===== src/rtl/wt_pkg.sv =====
package wt_pkg;

  // rows left after one level of 3:2 compression
  function automatic int wt_next_rows(int n);
    return 2 * (n / 3) + (n % 3);
  endfunction

  // rows present at the input of level lvl (lvl 0 = partial products)
  function automatic int wt_rows_at(int w, int lvl);
    int n;
    n = w;
    for (int i = 0; i < lvl; i++) n = wt_next_rows(n);
    return n;
  endfunction

  // number of levels until two rows remain
  function automatic int wt_levels(int w);
    int n;
    int c;
    n = w;
    c = 0;
    for (int i = 0; i < 64; i++) begin
      if (n > 2) begin
        n = wt_next_rows(n);
        c++;
      end
    end
    return c;
  endfunction

  // first row index of level lvl inside the flattened row chain
  function automatic int wt_row_base(int w, int lvl);
    int s;
    s = 0;
    for (int i = 0; i < lvl; i++) s += wt_rows_at(w, i);
    return s;
  endfunction

endpackage


===== src/rtl/wt_cells.sv =====
module wt_ha (
  input  logic a,
  input  logic b,
  output logic s,
  output logic co
);
  assign s  = a ^ b;
  assign co = a & b;
endmodule

module wt_fa (
  input  logic a,
  input  logic b,
  input  logic ci,
  output logic s,
  output logic co
);
  assign s  = a ^ b ^ ci;
  assign co = (a & b) | (ci & (a ^ b));
endmodule


===== src/rtl/wt_csa_level.sv =====
// One Wallace level: every full group of three rows becomes a sum row and a
// carry row shifted up by one; the one or two rows left over pass through.
module wt_csa_level #(
  parameter int PW  = 16,
  parameter int NIN = 8,
  localparam int NGRP = NIN / 3,
  localparam int NLEFT = NIN % 3,
  localparam int NOUT = 2 * NGRP + NLEFT
) (
  input  logic [NIN*PW-1:0]  rows_i,
  output logic [NOUT*PW-1:0] rows_o
);

  for (genvar g = 0; g < NGRP; g++) begin : g_grp
    logic [PW-1:0] x, y, z;
    logic [PW-1:0] s_row;
    logic [PW-2:0] c_row;
    assign x = rows_i[(3*g)*PW   +: PW];
    assign y = rows_i[(3*g+1)*PW +: PW];
    assign z = rows_i[(3*g+2)*PW +: PW];
    for (genvar i = 0; i < PW - 1; i++) begin : g_bit
      wt_fa u_fa (.a(x[i]), .b(y[i]), .ci(z[i]), .s(s_row[i]), .co(c_row[i]));
    end
    // the top column only needs its sum: a carry out of it would leave the product width
    assign s_row[PW-1] = x[PW-1] ^ y[PW-1] ^ z[PW-1];
    assign rows_o[(2*g)*PW   +: PW] = s_row;
    assign rows_o[(2*g+1)*PW +: PW] = {c_row, 1'b0};
  end

  for (genvar j = 0; j < NLEFT; j++) begin : g_pass
    assign rows_o[(2*NGRP+j)*PW +: PW] = rows_i[(3*NGRP+j)*PW +: PW];
  end

endmodule


===== src/rtl/wt_stage.sv =====
// Register bank in front of one level of adder cells.
module wt_stage #(
  parameter int PW  = 16,
  parameter int NIN = 8,
  localparam int NOUT = wt_pkg::wt_next_rows(NIN)
) (
  input  logic               clk,
  input  logic               rst_n,
  input  logic               vld_i,
  input  logic [NIN*PW-1:0]  rows_i,
  output logic               vld_o,
  output logic [NOUT*PW-1:0] rows_o
);

  logic              vld_d, vld_q;
  logic [NIN*PW-1:0] rows_d, rows_q;

  // next state: data advances only with a valid token
  always_comb begin
    vld_d  = vld_i;
    rows_d = vld_i ? rows_i : rows_q;
  end

  always_ff @(posedge clk or negedge rst_n) begin
    if (!rst_n) vld_q <= 1'b0;
    else        vld_q <= vld_d;
  end

  always_ff @(posedge clk) begin
    rows_q <= rows_d;
  end

  wt_csa_level #(.PW(PW), .NIN(NIN)) u_lvl (.rows_i(rows_q), .rows_o(rows_o));

  assign vld_o = vld_q;

endmodule


===== src/rtl/wt_cpa.sv =====
// Final carry-propagate adder: half adder at bit 0, ripple of full adders above.
module wt_cpa #(
  parameter int PW = 16
) (
  input  logic [PW-1:0] x,
  input  logic [PW-1:0] y,
  output logic [PW-1:0] sum
);

  logic [PW-2:0] c;

  wt_ha u_ha0 (.a(x[0]), .b(y[0]), .s(sum[0]), .co(c[0]));

  for (genvar i = 1; i < PW - 1; i++) begin : g_rip
    wt_fa u_fa (.a(x[i]), .b(y[i]), .ci(c[i-1]), .s(sum[i]), .co(c[i]));
  end

  assign sum[PW-1] = x[PW-1] ^ y[PW-1] ^ c[PW-2];

endmodule


===== src/rtl/wt_mult_pipe.sv =====
module wt_mult_pipe #(
  parameter int WIDTH = 8
) (
  input  logic               clk,
  input  logic               rst_n,
  input  logic [WIDTH-1:0]   op_a,
  input  logic [WIDTH-1:0]   op_b,
  input  logic               op_vld,
  output logic [2*WIDTH-1:0] prod,
  output logic               prod_vld
);

  localparam int PW     = 2 * WIDTH;
  localparam int NLVL   = wt_pkg::wt_levels(WIDTH);
  localparam int NROWS  = wt_pkg::wt_row_base(WIDTH, NLVL + 1);
  localparam int LASTB  = wt_pkg::wt_row_base(WIDTH, NLVL);

  // all row sets of all levels, flattened one after the other
  logic [NROWS*PW-1:0] chain;
  logic [NLVL:0]       vld;

  // partial products: row i is op_a gated by op_b[i], shifted up by i
  for (genvar i = 0; i < WIDTH; i++) begin : g_pp
    logic [PW-1:0] wide_a;
    assign wide_a = {{WIDTH{1'b0}}, op_a & {WIDTH{op_b[i]}}};
    assign chain[i*PW +: PW] = wide_a << i;
  end
  assign vld[0] = op_vld;

  for (genvar s = 0; s < NLVL; s++) begin : g_stg
    localparam int NIN  = wt_pkg::wt_rows_at(WIDTH, s);
    localparam int NOUT = wt_pkg::wt_rows_at(WIDTH, s + 1);
    localparam int BIN  = wt_pkg::wt_row_base(WIDTH, s);
    localparam int BOUT = wt_pkg::wt_row_base(WIDTH, s + 1);
    wt_stage #(.PW(PW), .NIN(NIN)) u_stg (
      .clk    (clk),
      .rst_n  (rst_n),
      .vld_i  (vld[s]),
      .rows_i (chain[BIN*PW  +: NIN*PW]),
      .vld_o  (vld[s+1]),
      .rows_o (chain[BOUT*PW +: NOUT*PW])
    );
  end

  wt_cpa #(.PW(PW)) u_cpa (
    .x   (chain[LASTB*PW +: PW]),
    .y   (chain[(LASTB+1)*PW +: PW]),
    .sum (prod)
  );

  assign prod_vld = vld[NLVL];

endmodule


===== config.mk =====
export PLATFORM = sky130hd
export DESIGN_NAME = wt_mult_pipe
export DESIGN_NICKNAME = d
export VERILOG_FILES = /design/src/rtl/wt_pkg.sv /design/src/rtl/wt_cells.sv /design/src/rtl/wt_csa_level.sv /design/src/rtl/wt_stage.sv /design/src/rtl/wt_cpa.sv /design/src/rtl/wt_mult_pipe.sv
export SDC_FILE = /design/constraint.sdc
export NUM_CORES = 1
export LEC_CHECK = 0
export BUFFER_PORTS_ARGS = -buffer_cell sky130_fd_sc_hd__buf_2
export CAP_MARGIN = 10
export CORE_AREA = 2 2 192 147
export DETAILED_ROUTE_END_ITERATION = 7
export DIE_AREA = 0 0 194 149
export GPL_TIMING_DRIVEN = 0
export PLACE_DENSITY_LB_ADDON = 0.1
export SYNTH_ARGS = -nofsm -noshare
export SYNTH_HDL_FRONTEND = slang
export SYNTH_HIERARCHICAL = 1
export SYNTH_SLANG_ARGS = --single-unit

===== constraint.sdc =====
create_clock -name clk -period 7.3 [get_ports clk]
set_input_delay 0.73 -clock clk [delete_from_list [all_inputs] [get_ports clk]]
set_output_delay 0.73 -clock clk [all_outputs]
set_load 0.03 [all_outputs]

Word-level counts from Yosys, hierarchy flattened
Cells that the tools add are included.
{ "op_classes": {"n_bitwise": 276} }
{ "ops": {"columns": ["cell", "count"], "rows": [
  ["bitwise XOR 1 bit", 111],
  ["AND 1 bit", 110],
  ["AND 8 bit", 8],
  ["OR 1 bit", 47]
]} }
{ "word_totals": {"word_cells": 284, "inputBits": 19, "regBits": 192, "output_inout_bits": 17} }

Longest topological paths before layout
{ "depth": {"ltp_word": 21, "mapped_depth": 17, "depth_no_buf": 17} }

Hierarchy
The synthesis kept the hierarchy.
{ "by_module_without_submodules": {"columns": ["mod", "n_inst", "area_each_um2", "seq_area_each_um2", "cells_each"], "rows": [
  ["wt_stage (g_stg[0].u_stg)", 1, 3868.7, 3868.7, 129],
  ["wt_stage (g_stg[1].u_stg)", 1, 2907.8, 2907.8, 97],
  ["wt_fa", 104, 20.0, 0.0, 1],
  ["wt_stage (g_stg[2].u_stg)", 1, 1946.9, 1946.9, 65],
  ["wt_stage (g_stg[3].u_stg)", 1, 1466.4, 1466.4, 49],
  ["wt_mult_pipe", 1, 404.1, 0.0, 65],
  ["wt_csa_level (g_stg[0].u_stg.u_lvl)", 1, 306.5, 0.0, 37],
  ["wt_csa_level (g_stg[2].u_stg.u_lvl)", 1, 155.1, 0.0, 19],
  ["wt_csa_level (g_stg[1].u_stg.u_lvl)", 1, 66.3, 0.0, 5],
  ["wt_csa_level (g_stg[3].u_stg.u_lvl)", 1, 35.0, 0.0, 3],
  ["wt_cpa", 1, 23.8, 0.0, 1],
  ["wt_ha", 1, 12.5, 0.0, 1]
]} }

Worst setup path before layout
Ideal clock, no wire load.
{ "synth_path": {"path_type": "register -> output", "from": "reg, netlist name g_stg[3].u_stg/rows_q[1]", "to": "out prod[15]", "n_path_buf": 0, "slack_ns": -0.068, "arrival_time_ns": 6.638, "stages_incl_launch_ff": 17, "path_cell_list": "edfxtp_1 -> fa_1 -> fa_1 -> fa_1 -> fa_1 -> fa_1 -> fa_1 -> fa_1 -> fa_1 -> fa_1 -> fa_1 -> fa_1 -> fa_1 -> fa_1 -> fa_1 -> fa_1 -> xor3_1"} }
{ "synth_rtl": {"columns": ["item", "line", "text"], "rows": [
  ["end, declared", "wt_mult_pipe.sv:9", "output logic [2*WIDTH-1:0] prod,"]
]} }

==> impl_metrics.py <==
metrics = {
    "global_routing": {
        "grt_max_degree": 105,
        "grt_pass1_vias": 5487,
        "grt_pass1_wl_um": 29190,
        "overflow": 0,
        "grt.total_usage": 0.1327,
        "antenna_found_initial": 0,
    },
    "cells_and_area": {
        "drive_gt1_frac": 0.2114,
        "fin_cells": 1095,
        "final_common_cell": "edfxtp_1",
        "most-common-layout-cells": "edfxtp_1 (336), fa_1 (89), conb_1 (70), and2_1 (64), buf_4 (54)",
        "nets": 839,
        "syn2layout_area_growth_pct": 15.99,
        "fill_cells": 2069,
        "n_antenna_cell": 0,
    },
    "sta": {
        "maxSlewViolCount": 0,
        "period_needed_ns": 7.545,
        "setup_slack_ns": -0.2452,
        "hold_viol_final": 0,
        "fin_skew_ns": 0.01602,
        "slew_headroom": 0.3988,
        "setup_viol": 2,
        "min_period_over_period": 1.034,
        "whs_ns": 0.04023,
        "fin_setup_tns_ns": -0.4197,
        "clock.fmax_mhz": 132.5,
        "worst_pin_slew_ns": 0.9018,
        "rsz0062_at_grt": "yes",
    },
    "synth": {
        "synth_cell_types": 8,
        "netlist_area_mm2": 0.01328,
        "synth_top_family_by_area": "adder cells",
        "synthSimpleGateAreaFrac": 0.03016,
        "synth-adder-area-share": 0.1578,
        "netlist_instances": 575,
        "seq_area_frac_synth": 0.7676,
        "synth_mux_area_frac": 0,
        "synth_xor_area_frac": 0.01254,
        "syn_area_per_cell_um2": 23.09,
        "ys_warn_count": 6,
        "ys_ff_latch": 340,
        "synth_compound_gate_area_share": 0,
    },
    "floorplanning": {
        "start_util": 0.4859,
        "top_level_ports": 36,
        "die-height_um": 149,
        "die_area_mm2": 0.02891,
        "coreArea_mm2": 0.02732,
        "die_w_um": 194,
        "num_rows": 53,
    },
    "placement": {
        "dpl.hpwl_um": 11600,
        "numPlacedInstances": 1035,
        "gp_congestion": 0.7139,
        "post-place-ws_ns": -0.5320,
        "io_buffers": 35,
    },
    "pwr": {
        "p_seq_frac": 0.507,
        "p_comb_frac": 0.157,
        "powerDensity_mw_per_mm2": 329.0,
        "leakage_nw": 5.560,
        "power.switching_mw": 1.259,
        "p_clk_frac": 0.337,
        "internal_power_mw": 3.806,
        "switching_share": 0.2486,
        "power_mw": 5.066,
        "peakVddDrop_mv": 0.1606,
    },
    "critical_path": {
        "crit_required_ns": 6.57,
        "crit_path_start_kind": "flip-flop",
        "arrival_ns": 6.82,
        "cp-end-kind": "output pin",
        "reg2reg_depth": 0,
        "crit_fanout": 1,
        "critical_path_class": "flip-flop to output pin",
    },
    "clock_network": {
        "worst_skew_pair.late_latency_ns": 0.50,
        "htree_num_levels": 2,
        "cts_hold_buf": 0,
        "cts_root_buffer": "clkbuf_16",
        "post-cts-setup-buffers": 0,
        "numCtsBuffers": 35,
        "clockBufferDepth": 3,
        "cts_num_sinks": 340,
        "clk_pin_slew_ns": 0.06,
        "cts_tree": "built",
    },
    "drt": {
        "drc_errors": 0,
        "wl_um": 17810,
        "drtPass1Iterations": 4,
        "vias_per_cell": 4.500,
        "routedWlPerCell_um": 16.26,
        "ant_nets": 0,
        "drtIter0Drc": 311,
        "vias": 4928,
    },
    "job": {
        "maxCapViolCount": 0,
    },
    "min_path": {
        "hold_path_class": "input pin to asynchronous set/reset pin",
    },
    "run_status": {
        "status": "finished with violations",
        "violations": "negative setup slack",
    },
}
[area by class of cell]
| class | instances | area, um^2 | share of cell area |
|---|---|---|---|
| plain buffers | 54 | 405.4 | 0.02633 |
| flip-flops and latches | 340 | 10200 | 0.6624 |
| clock buffers | 45 | 955.9 | 0.06208 |
| clock inverters | 15 | 152.6 | 0.009914 |
| well taps | 357 | 446.7 | 0.02901 |
| multi-input cells | 246 | 2963 | 0.1924 |
| repair buffers | 38 | 275.3 | 0.01788 |
[power groups by stage]
| stage | logic, mW | clock network [mW] | registers [mW] |
|---|---|---|---|
| final | 0.794 | 1.71 | 2.57 |
| after global routing | 0.893 | 1.83 | 2.60 |
| after CTS | 0.818 | 1.76 | 2.57 |
| after detailed placement | 0.774 | 0 | 2.61 |
| after global placement | 0.745 | 0 | 2.62 |
| after floorplan | 0.551 | 0 | 2.59 |
[layer usage]
layer  share of wire  vias to the layer above  routed length (um)  GRT usage
li1                -                     2259                   -          -
met1            0.50                     2530                8898     0.2047
met2            0.44                      102                7780     0.1890
met3           0.038                       37                 678    0.02781
met4           0.025                        0                 451    0.04848
met5               0                        -                   0          0
[through the flow]
step | area, um^2 | util
floorplan | 13530 | -
finish | 15400 | 0.5636
CTS | 15400 | 0.5636
global placement | 14150 | 0.5181
detailed placement | 14240 | 0.5214
global route | 15400 | 0.5636
[what timing repair did]
action / 4_1_cts / 5_1_grt
gates resized for setup: 16 / 0
endpoints found under the setup margin: 4 / 3
pin swaps: 10 / 9
gates cloned: 0 / 0
[cells by family after synthesis]
| group | after synthesis |
|---|---|
| other cells | 5 |
| xor+xnor | 7 |
| fa+ha+maj | 105 |
| flops | 340 |
| buf+inv | 54 |
| simple gates | 64 |
[worst max-delay path, stage by stage, from the launching register on]
cell and delay (ns):
edfxtp_1 0.39, fa_1 0.51, fa_2 0.37, fa_2 0.35, fa_2 0.38, fa_2 0.37, fa_2 0.35, fa_2 0.35
fa_2 0.38, fa_2 0.36, fa_2 0.36, fa_2 0.36, fa_2 0.35, fa_2 0.35, fa_2 0.35, fa_2 0.34
xor3_2 0.24, buf_6 0.15
[path summary, 6_finish.rpt]
path,start,end,slack (ns)
max,g_stg[3].u_stg/rows_q[17]$_DFFE_PP_,prod[15],-0.25
min,rst_n,g_stg[3].u_stg/vld_o$_DFF_PN0_,0.04
max reg2reg,g_stg[1].u_stg/vld_o$_DFF_PN0_,g_stg[2].u_stg/rows_q[55]$_DFFE_PP_,5.87
min reg2reg,g_stg[0].u_stg/rows_q[127]$_DFFE_PP_,g_stg[1].u_stg/rows_q[95]$_DFFE_PP_,0.50
max in group asynchronous,rst_n,g_stg[1].u_stg/vld_o$_DFF_PN0_,7.12
min in group clk,op_vld,g_stg[0].u_stg/vld_o$_DFF_PN0_,0.50
[flip-flops by register name, summed over array words and instances, names as in the netlist]
signal and count:
g_stg.u_stg/rows_q 336, g_stg.u_stg/vld_o 4
[synth_stat cells]
master / instances / area (um^2)
fa_1: 104 / 2082
ha_1: 1 / 12.51
edfxtp_1: 336 / 10090
and2_1: 64 / 400.4
conb_1: 5 / 18.77
dfrtp_1: 4 / 100.1
buf_4: 54 / 405.4
xor3_1: 7 / 166.4
Note: power is estimated with default switching activity, not from simulation.
